**src/rtl/rxid_pkg.sv**
```systemverilog
package rxid_pkg;
  typedef enum logic {
    COND_LINE_HIGH = 1'b0,
    COND_SM_IDLE   = 1'b1
  } idle_cond_e;

  localparam int unsigned SYNC_STAGES = 2;
endpackage

```
**src/rtl/rxid_sync.sv**
```systemverilog
module rxid_sync #(
  parameter int unsigned STAGES  = 2,
  parameter bit          RST_VAL = 1'b1
) (
  input  logic clk,
  input  logic rst_n,
  input  logic d,
  output logic q
);
  logic [STAGES-1:0] sr;

  generate
    if (STAGES == 1) begin : g_one
      always_ff @(posedge clk or negedge rst_n) begin
        if (!rst_n) sr <= RST_VAL;
        else        sr <= d;
      end
    end else begin : g_chain
      always_ff @(posedge clk or negedge rst_n) begin
        if (!rst_n) sr <= {STAGES{RST_VAL}};
        else        sr <= {sr[STAGES-2:0], d};
      end
    end
  endgenerate

  assign q = sr[STAGES-1];
endmodule

```
**src/rtl/rxid_bitcnt.sv**
```systemverilog
module rxid_bitcnt #(
  parameter int unsigned THR_W = 8,
  parameter int unsigned CNT_W = THR_W + 1
) (
  input  logic             clk,
  input  logic             rst_n,
  input  logic             qual,
  input  logic             tick,
  input  logic [THR_W-1:0] thr,
  output logic [CNT_W-1:0] cnt,
  output logic             over
);
  localparam logic [CNT_W-1:0] CNT_MAX = '1;
  localparam int unsigned      PAD_W   = CNT_W - THR_W;

  always_ff @(posedge clk or negedge rst_n) begin
    if (!rst_n)                       cnt <= '0;
    else if (!qual)                   cnt <= '0;
    else if (tick && cnt != CNT_MAX)  cnt <= cnt + 1'b1;
  end

  assign over = cnt > {{PAD_W{1'b0}}, thr};
endmodule

```
**src/rtl/rxid_flag.sv**
```systemverilog
module rxid_flag (
  input  logic clk,
  input  logic rst_n,
  input  logic qual,
  input  logic over,
  input  logic clr,
  output logic set_evt,
  output logic armed,
  output logic flag
);
  assign set_evt = qual & armed & over;

  always_ff @(posedge clk or negedge rst_n) begin
    if (!rst_n)       armed <= 1'b1;
    else if (!qual)   armed <= 1'b1;
    else if (set_evt) armed <= 1'b0;
  end

  always_ff @(posedge clk or negedge rst_n) begin
    if (!rst_n)       flag <= 1'b0;
    else if (set_evt) flag <= 1'b1;
    else if (clr)     flag <= 1'b0;
  end
endmodule

```
**src/rtl/rx_idle_det.sv**
```systemverilog
module rx_idle_det
  import rxid_pkg::*;
#(
  parameter int unsigned THR_W = 8
) (
  input  logic             clk,
  input  logic             rst_n,
  input  logic             rx_in,
  input  logic             rx_sm_idle,
  input  logic             bit_tick,
  input  logic             cfg_en,
  input  logic             cfg_irq_en,
  input  logic             cfg_cond_sel,
  input  logic [THR_W-1:0] cfg_threshold,
  input  logic             flag_clr_wr,
  input  logic             flag_clr_data,
  output logic             idle_flag,
  output logic             irq
);
  localparam int unsigned CNT_W = THR_W + 1;

  logic             rx_s;
  logic             cond;
  logic             qual;
  logic [CNT_W-1:0] cnt_q;
  logic             over;
  logic             set_evt;
  logic             armed_q;
  logic             flag_q;
  logic             clr_req;

  rxid_sync #(.STAGES(SYNC_STAGES), .RST_VAL(1'b1)) u_sync (
    .clk   (clk),
    .rst_n (rst_n),
    .d     (rx_in),
    .q     (rx_s)
  );

  assign cond    = (idle_cond_e'(cfg_cond_sel) == COND_SM_IDLE) ? rx_sm_idle : rx_s;
  assign qual    = cfg_en & cond;
  assign clr_req = flag_clr_wr & flag_clr_data;

  rxid_bitcnt #(.THR_W(THR_W), .CNT_W(CNT_W)) u_cnt (
    .clk   (clk),
    .rst_n (rst_n),
    .qual  (qual),
    .tick  (bit_tick),
    .thr   (cfg_threshold),
    .cnt   (cnt_q),
    .over  (over)
  );

  rxid_flag u_flag (
    .clk     (clk),
    .rst_n   (rst_n),
    .qual    (qual),
    .over    (over),
    .clr     (clr_req),
    .set_evt (set_evt),
    .armed   (armed_q),
    .flag    (flag_q)
  );

  assign idle_flag = flag_q;
  assign irq       = flag_q & cfg_irq_en;
endmodule

```
**config.mk**
```make
export PLATFORM = sky130hd
export DESIGN_NAME = rx_idle_det
export DESIGN_NICKNAME = d
export VERILOG_FILES = /design/src/rtl/rxid_pkg.sv /design/src/rtl/rxid_sync.sv /design/src/rtl/rxid_bitcnt.sv /design/src/rtl/rxid_flag.sv /design/src/rtl/rx_idle_det.sv
export SDC_FILE = /design/constraint.sdc
export NUM_CORES = 1
export LEC_CHECK = 0
export BUFFER_PORTS_ARGS = -buffer_cell sky130_fd_sc_hd__buf_2
export CAP_MARGIN = 20
export CORE_MARGIN = 1.5
export CORE_UTILIZATION = 55
export CTS_CLUSTER_SIZE = 30
export DETAILED_ROUTE_END_ITERATION = 12
export PLACE_DENSITY = 0.87
export SKIP_CTS_REPAIR_TIMING = 1
export SYNTH_ARGS = -nofsm -noshare
export SYNTH_HDL_FRONTEND = slang
export SYNTH_HIERARCHICAL = 1
export SYNTH_SLANG_ARGS = --single-unit
```
**constraint.sdc**
```tcl
create_clock -name clk -period 2.64 [get_ports clk]
set_input_delay 0.132 -clock clk [delete_from_list [all_inputs] [get_ports clk]]
set_output_delay 0.132 -clock clk [all_outputs]
set_load 0.01 [all_outputs]
```
==> flow_metrics.py, run 1 <==
metrics = {
    "status": {
        "status": "complete, no violations",
    },
    "sta": {
        "setup_viol": 0,
        "slew_violations": 0,
        "timing.hold.ws_ns": 0.208,
        "final.setup.worst_slack_ns": 0.659,
        "fin_crit_ns": 1.98,
        "post-route-period-util_pct": 75.0,
        "worst_pin_slew_ns": 0.357,
        "hold_viol": 0,
        "skew_ns": 0.00398,
        "fmax_mhz": 505,
        "rsz0062_at_grt": "false",
        "relSlewSlack_pct": 75.6,
        "fin_setup_tns_ns": 0,
    },
    "placement": {
        "place_congestion": 0.746,
        "dp.cells": 119,
        "dp_hpwl_um": 1270,
        "placed_cell_area_um2": 945,
        "pre_cts_ws_ns": 0.695,
        "numPortBuffers": 19,
    },
    "setup_path": {
        "end_kind": "flip-flop",
        "crit_top_cell": "ha_1",
        "crit_chain": "ha_1 -> nand3_1 -> nor2_1 -> ha_1 -> nand2b_1 -> or3_2 -> a21oi_1",
        "cp.required_ns": 2.85,
        "arrival_ns": 2.19,
        "crit_slowest_cell": "or3_2",
        "cpLargestDelayFamily": "simple AND/OR/NAND/NOR gates",
        "worstSetupStartpointType": "flip-flop",
        "crit_buf_inv": 0,
        "worst-path-max-fanout": 9,
        "slowest_delay_ns": 0.51,
        "critical_path_class": "reg2reg",
    },
    "yosys": {
        "netlist_area_um2": 842,
        "yosysUniqueCellTypes": 34,
        "synth_seq_area_share_pct": 39.1,
        "synth-seq-cells": 13,
        "syn_inst": 86,
        "postSynthAreaPerCell_um2": 9.79,
        "synth-edff-count": 0,
        "synth_warnings": 6,
        "async_flop_share_pct": 100,
        "synth_nets": 114,
        "synthFlopType": "dfrtp_1",
    },
    "floorplan": {
        "initial_core_util_pct": 61.6,
        "dieWidth_um": 42.1,
        "dieArea_um2": 1770,
        "rows": 13,
        "die_h_um": 42.1,
        "core-area_um2": 1370,
        "io_pins": 20,
    },
    "routing": {
        "drt-initial-drc-count": 26,
        "wl_um": 1620,
        "drc_errors": 0,
        "wl_per_cell_um": 13.0,
        "antenna_left": 0,
        "num_vias": 734,
        "drtPass1Iterations": 4,
        "routed_via_density": 5.87,
    },
    "finish": {
        "layout_commonest_cell": "buf_2",
        "layoutNonFillerInstCount": 125,
        "drive_gt1_share_pct": 24.5,
        "fillers": 110,
        "antenna_cells": 0,
        "final_nets": 139,
        "area_growth_pct": 17.7,
        "finalInstanceArea_um2": 991,
        "layout_common_cells": "19 x buf_2, 12 x inv_1, 10 x ha_1, 10 x dfrtp_1",
    },
    "run": {
        "drv_cap": 0,
    },
    "cts": {
        "clock_latency_ns": 0.28,
        "cts-root-buf": "clkbuf_4",
        "htree_levels": 1,
        "cts-buffers-inserted": 3,
        "cts_buffer_depth": 2,
        "cts.sinks": 13,
        "cts_tree": "done",
        "path_clk_slew_ns": 0.08,
    },
    "worst_hold_path": {
        "hold_class": "in2reg",
    },
    "pwr": {
        "peakVddDrop_v": 0.000274,
        "p_per_area_nw_per_um2": 378,
        "p_leak_nw": 0.530,
    },
    "grt": {
        "antenna_found_initial": 0,
        "grt_overflow": 0,
        "grt_pass1_vias": 699,
        "grt_pass1_wl_um": 2790,
        "grt_use_total_pct": 21.3,
        "grt_max_degree": 14,
    },
}
## metal layers
layer / wire length (um) / GRT usage, % / vias up / part of all wire, %
li1: - / - / 364 / -
met1: 694 / 23.1 / 345 / 43
met2: 815 / 36.6 / 20 / 50
met3: 70 / 3.88 / 5 / 4.3
met4: 44 / 15.6 / 0 / 2.7
met5: 0 / 0 / - / 0
## metrics by stage
stage	utilization [%]	power, W
5_1_grt	72.5	0.000394
3_5_place_dp	69.1	0.000249
3_3_place_gp	69.1	0.000247
4_1_cts	71.1	0.000380
6_report	72.5	0.000375
2_1_floorplan	-	0.000230
## synthesized netlist by cell type (all sizes together), types with 3 or more instances
| cell type | count | area [um^2] |
|---|---|---|
| nand3 | 3 | 15.0 |
| inv | 12 | 45.0 |
| ha | 10 | 125 |
| o21ai | 4 | 20.0 |
| nor2 | 5 | 18.8 |
| or3 | 3 | 20.0 |
| dfrtp | 10 | 250 |
| mux2i | 3 | 30.0 |
| a21oi | 5 | 25.0 |
| dfstp | 3 | 78.8 |
## logic make-up (layout without fill, tap and decap cells)
group                      count (synthesis)  count (layout)  share of synthesized area, %
muxes                                      3               3                          3.57
AOI/OAI and AO/OA                         19              19                          14.7
and+or+nand+nor                           25              25                          18.6
buffers and inverters                     14              38                          7.13
adders and majority gates                 10              10                          14.9
xor gates and xnor gates                   2               2                          2.08
DFF                                       13              13                          39.1
## report_power, final
| part | switching, W | internal, W |
|---|---|---|
| combinational | 0.0000222 | 0.0000210 |
| clock | 0.0000682 | 0.0000588 |
| sequential | 0.00000141 | 0.000203 |
## tightest hold or removal path, cell delays in order
cell and delay [ns]:
buf_2 0.09, nor2b_1 0.14, o21ai_0 0.09
## registers in the layout, summed over array words and instances, names as in the netlist
signal,flops
u_cnt/cnt,9
u_flag/armed,1
u_flag/flag,1
u_sync/sr,2
## final cells by class
class / instances / area [um^2] / area share (%)
clock buffer: 4 / 26.3 / 2.65
multi-input combinational: 59 / 453 / 45.7
sequential: 13 / 329 / 33.2
tap: 15 / 18.8 / 1.89
inverter: 13 / 48.8 / 4.92
timing repair buffer: 21 / 115 / 11.6
## worst paths after layout
| kind | cells after the start | slack, ns | start | to |
|---|---|---|---|---|
| setup / recovery | 7 | 0.66 | u_cnt/cnt[1] | u_cnt/cnt[3] |
| hold / removal | 3 | 0.21 | cfg_en | u_flag/armed |
| setup reg to reg | 7 | 0.66 | u_cnt/cnt[1] | u_cnt/cnt[3] |
| hold reg to reg | 0 | 0.36 | u_sync/sr[0] | u_sync/sr[1] |
| max in group asynchronous | 2 | 2.11 | rst_n | u_sync/sr[0] |
| min in group asynchronous | 2 | 0.25 | rst_n | u_cnt/cnt[6] |
(Power assumes the default switching activity.)
==> inputs of run 2 (changes only) <==
Settings changed: CORE_UTILIZATION 55 to 46, PLACE_DENSITY 0.87 to 0.78.
Clock period 2.64 ns to 1.8 ns, I/O delays scaled along.
==> flow_metrics.py, run 2 (synthesis results as in run 1) <==
metrics = {
    "finish": {
        "regArea_um2": 329,
        "fillers": 138,
        "multi_input_area_um2": 551,
        "reg.largest.list": "u_cnt/cnt: 9 flops, u_sync/sr: 2 flops",
        "final_nets": 151,
        "largest_reg_flops": 9,
        "layout_commonest_cell": "buf_2",
        "layout_common_cells": "19 x buf_2, 12 x inv_1, 11 x buf_4",
        "regMostFlops": "u_cnt/cnt",
        "drive_gt1_share_pct": 43.4,
        "area_growth_pct": 41.9,
        "antenna_cells": 0,
    },
    "placement": {
        "place_congestion": 0.848,
        "numPortBuffers": 19,
        "dp_hpwl_um": 1360,
    },
    "pwr": {
        "clkPwrFrac_pct": 32.2,
        "p_leak_nw": 0.596,
        "p_int_w": 0.000424,
        "peakVddDrop_v": 0.000319,
        "p_sw_w": 0.000135,
        "p_per_area_nw_per_um2": 468,
        "combPwrFrac_pct": 14.2,
        "netSwitchingFraction_pct": 24.2,
        "pwr-share-seq_pct": 53.6,
    },
    "routing": {
        "wl_met3_um": 48,
        "met2_length_um": 886,
        "antenna_left": 0,
        "num_vias": 746,
        "drt-initial-drc-count": 13,
        "drtPass1Iterations": 4,
        "wl_per_cell_um": 11.9,
        "routed_via_density": 5.07,
        "met1Wirelength_um": 787,
        "wl_um": 1750,
        "top_layer": "met4",
        "drc_errors": 0,
    },
    "floorplan": {
        "dieArea_um2": 2100,
        "core-area_um2": 1730,
        "initial_core_util_pct": 48.8,
        "rows": 15,
        "io_pins": 20,
        "dieWidth_um": 45.8,
        "die_h_um": 45.8,
    },
    "sta": {
        "fin_crit_ns": 1.81,
        "setup_viol": 1,
        "hold_viol": 0,
        "timing.hold.ws_ns": 0.157,
        "slew_violations": 0,
        "fmax_mhz": 552,
        "relSlewSlack_pct": 79.3,
        "rsz0062_at_grt": "true",
        "post-route-period-util_pct": 101,
        "fin_setup_tns_ns": -0.0125,
        "skew_ns": 0.00264,
        "worst_pin_slew_ns": 0.308,
        "final.setup.worst_slack_ns": -0.0125,
    },
    "cts": {
        "clock_latency_ns": 0.28,
        "cts_tree": "done",
        "cts.sinks": 13,
        "path_clk_slew_ns": 0.08,
        "cts_buffer_depth": 2,
        "htree_levels": 1,
        "cts-buffers-inserted": 3,
        "cts-root-buf": "clkbuf_4",
    },
    "grt": {
        "antenna_found_initial": 0,
        "grt_pass1_vias": 691,
        "grt_pass1_wl_um": 2790,
        "grt_use_total_pct": 19.0,
        "grt_overflow": 0,
        "grt_max_degree": 14,
    },
    "setup_path": {
        "end_kind": "flip-flop",
        "worst-path-max-fanout": 4,
        "arrival_ns": 1.99,
        "cp.required_ns": 1.97,
        "worstSetupStartpointType": "flip-flop",
        "critical_path_class": "reg2reg",
    },
    "run": {
        "drv_cap": 0,
    },
    "status": {
        "violations": "setup timing",
        "status": "finished with violations",
    },
    "worst_hold_path": {
        "hold_class": "in2reg",
    },
}
==> run 2: layer usage <==
metal / global-route usage [%] / vias to the layer above
met5: 0 / -
met4: 6.29 / 0
met3: 7.14 / 5
met2: 29.6 / 8
met1: 24.4 / 351
li1: - / 382
==> run 2: power groups by stage <==
stage | Clock [W] | Sequential (W) | Combinational, W
6_report | 0.000180 | 0.000300 | 0.0000796
3_5_place_dp | 0 | 0.000305 | 0.0000651
3_3_place_gp | 0 | 0.000305 | 0.0000619
5_1_grt | 0.000201 | 0.000300 | 0.0000913
4_1_cts | 0.000183 | 0.000300 | 0.0000652
2_1_floorplan | 0 | 0.000305 | 0.0000318
==> run 2: final cells by class <==
class | instances | area share, %
multi-input cells | 59 | 46.1
flip-flops and latches | 13 | 27.5
repair buffers | 33 | 17.5
inverters | 13 | 4.08
well taps | 25 | 2.62
clock buffers | 4 | 2.20
==> run 2: through the flow <==
stage                     power, W  utilization, %  setup WS, ns  instance area, um^2  std cells
after global routing      0.000592            69.2       -0.0901                 1190        147
after floorplan           0.000337               -       0.00999                  845         86
after CTS                 0.000548            61.4       -0.0673                 1060        143
after detailed placement  0.000371            59.9       -0.0591                 1030        139
after global placement    0.000367            59.9       -0.0291                 1030        139
final                     0.000559            69.2       -0.0125                 1190        147
==> run 2: final timing paths <==
kind | end | depth (start not counted) | startpoint | slack, ns
max | u_flag/flag | 7 | u_cnt/cnt[1] | -0.01
min | u_flag/armed | 3 | cfg_en | 0.16
max reg2reg | u_flag/flag | 7 | u_cnt/cnt[1] | -0.01
min reg2reg | u_sync/sr[1] | 0 | u_sync/sr[0] | 0.36
max in group asynchronous | u_sync/sr[0] | 2 | rst_n | 1.29
min in group asynchronous | u_cnt/cnt[6] | 2 | rst_n | 0.23
==> run 2: worst max-delay path, cell delays in order (launching register included) <==
cell      delay, ns
dfrtp_1        0.42
buf_6          0.14
ha_4           0.14
a211o_1        0.27
a221oi_2       0.29
a211oi_2       0.12
and3_4         0.19
a21o_1         0.14
==> inputs of run 3 (changes only) <==
Settings changed: CORE_ASPECT_RATIO from default to 1.2, GPL_TIMING_DRIVEN from default to 0.
==> flow_metrics.py, run 3 (synthesis results as in run 1) <==
metrics = {
    "status": {
        "status": "finished with violations",
        "violations": "setup timing",
    },
    "run": {
        "drv_cap": 0,
    },
    "setup_path": {
        "rrSetupSlack_ns": -0.05,
        "crit_slowest_cell": "dfrtp_2",
        "crit_chain": "ha_4 -> a211o_1 -> a221oi_2 -> a211oi_2 -> and3_4 -> a21o_1",
        "regToRegEndpoint": "u_flag/flag",
        "worst-path-max-fanout": 4,
        "worstSetupStartpointType": "flip-flop",
        "arrival_ns": 2.03,
        "cp-startpoint": "u_cnt/cnt[2]",
        "reg2reg_depth": 6,
        "cp.required_ns": 1.98,
        "rr_startpoint": "u_cnt/cnt[2]",
        "slowest_delay_ns": 0.45,
        "critical_path_class": "reg2reg",
        "cpLargestDelayFamily": "compound AO/OA/AOI/OAI gates",
        "crit_buf_inv": 0,
        "end_kind": "flip-flop",
    },
    "finish": {
        "finish.utilization_pct": 69.5,
        "fillers": 134,
        "area_growth_pct": 38.8,
        "antenna_cells": 0,
        "largest_reg_flops": 9,
        "final_nets": 146,
        "regMostFlops": "u_cnt/cnt",
        "layout_common_cells": "19 x buf_2, 12 x inv_1, 6 x dfrtp_1, 6 x buf_4, 5 x nor2_1",
        "finalInstanceArea_um2": 1170,
        "reg.largest.list": "u_cnt/cnt: 9 flops, u_sync/sr: 2 flops",
        "drive_gt1_share_pct": 46.2,
        "layout_commonest_cell": "buf_2",
    },
    "cts": {
        "cts.sinks": 13,
        "cts_buffer_depth": 2,
        "path_clk_slew_ns": 0.08,
        "cts-buffers-inserted": 3,
        "cts_tree": "done",
        "cts-root-buf": "clkbuf_4",
        "htree_levels": 1,
        "clock_latency_ns": 0.28,
    },
    "sta": {
        "fin_crit_ns": 1.85,
        "fin_setup_tns_ns": -0.0488,
        "worst_pin_slew_ns": 0.315,
        "post-route-period-util_pct": 103,
        "final.setup.worst_slack_ns": -0.0488,
        "fmax_mhz": 541,
        "rsz0062_at_grt": "true",
        "setup_viol": 1,
        "hold_viol": 0,
        "relSlewSlack_pct": 78.9,
        "slew_violations": 0,
        "skew_ns": 0.00969,
    },
    "routing": {
        "drt-initial-drc-count": 18,
        "antenna_left": 0,
        "drc_errors": 0,
        "wl_um": 1980,
        "drtPass1Iterations": 4,
        "routed_via_density": 5.69,
        "num_vias": 768,
        "wl_per_cell_um": 14.7,
    },
    "grt": {
        "grt_pass1_wl_um": 3040,
        "use_met1_pct": 22.3,
        "busiest_layer": "met2",
        "grt_pass1_vias": 716,
        "grt_overflow": 0,
        "grtUsageMet2_pct": 34.1,
        "grt_use_total_pct": 19.2,
        "grt.met3_usage_pct": 4.03,
        "antenna_found_initial": 0,
        "grt_max_degree": 14,
    },
    "worst_hold_path": {
        "holdCritStartpoint": "cfg_en",
        "min_to": "u_flag/armed",
        "hold_depth": 3,
        "hold_class": "in2reg",
    },
    "floorplan": {
        "core-area_um2": 1680,
        "rows": 16,
        "initial_core_util_pct": 50.1,
        "io_pins": 20,
        "dieWidth_um": 42.1,
        "die_h_um": 49.9,
        "dieArea_um2": 2100,
    },
    "placement": {
        "numPortBuffers": 19,
        "place_congestion": 0.734,
        "pre_cts_ws_ns": -0.120,
        "dp_hpwl_um": 1290,
        "placed_cell_area_um2": 962,
    },
    "pwr": {
        "power.total_w": 0.000566,
        "p_per_area_nw_per_um2": 485,
        "peakVddDrop_v": 0.000396,
        "p_leak_nw": 0.563,
    },
}
==> run 3: changes by cell type in the layout (fill, tap and decap cells not counted), sizes merged <==
cell	change
buf	-5
==> run 3: area by class of cell <==
cell class | instances | area (um^2) | share of cell area (%)
clock buffers | 4 | 26.3 | 2.25
repair buffers | 28 | 171 | 14.7
inverters | 13 | 48.8 | 4.18
well taps | 18 | 22.5 | 1.93
multi-input cells | 59 | 566 | 48.4
flip-flops and latches | 13 | 334 | 28.6
==> run 3: layer usage <==
metal | vias up | share of wire, %
li1 | 374 | -
met1 | 365 | 40
met2 | 25 | 53
met3 | 4 | 4.7
met4 | 0 | 1.8
met5 | - | 0
==> run 3: per-stage QoR <==
| step | hold WS, ns | instances |
|---|---|---|
| 2_1_floorplan | -0.206 | 86 |
| 3_3_place_gp | -0.0177 | 123 |
| 3_5_place_dp | -0.0122 | 123 |
| 4_1_cts | -0.314 | 127 |
| 5_1_grt | 0.205 | 135 |
| 6_report | 0.175 | 135 |
==> run 3: worst register-to-register path, cell delays in order (launching register included) <==
cell and delay [ns]:
dfrtp_2 0.45, ha_4 0.23, a211o_1 0.31, a221oi_2 0.30, a211oi_2 0.12, and3_4 0.19, a21o_1 0.14
==> run 3: worst max-delay path by stage <==
stage | end | slack (ns) | depth (start not counted)
floorplan | u_cnt/cnt[5] | 0.01 | 8
global placement | u_cnt/cnt[7] | -0.06 | 8
detailed placement | u_cnt/cnt[7] | -0.12 | 8
CTS | u_cnt/cnt[7] | -0.14 | 8
global route | u_flag/flag | -0.13 | 6
finish | u_flag/flag | -0.05 | 6
==> run 3: where the power goes <==
part           internal (W)  switching [W]  leakage, nW
Sequential         0.000298     0.00000224        0.164
Combinational     0.0000412      0.0000415        0.384
Clock             0.0000860      0.0000974       0.0150
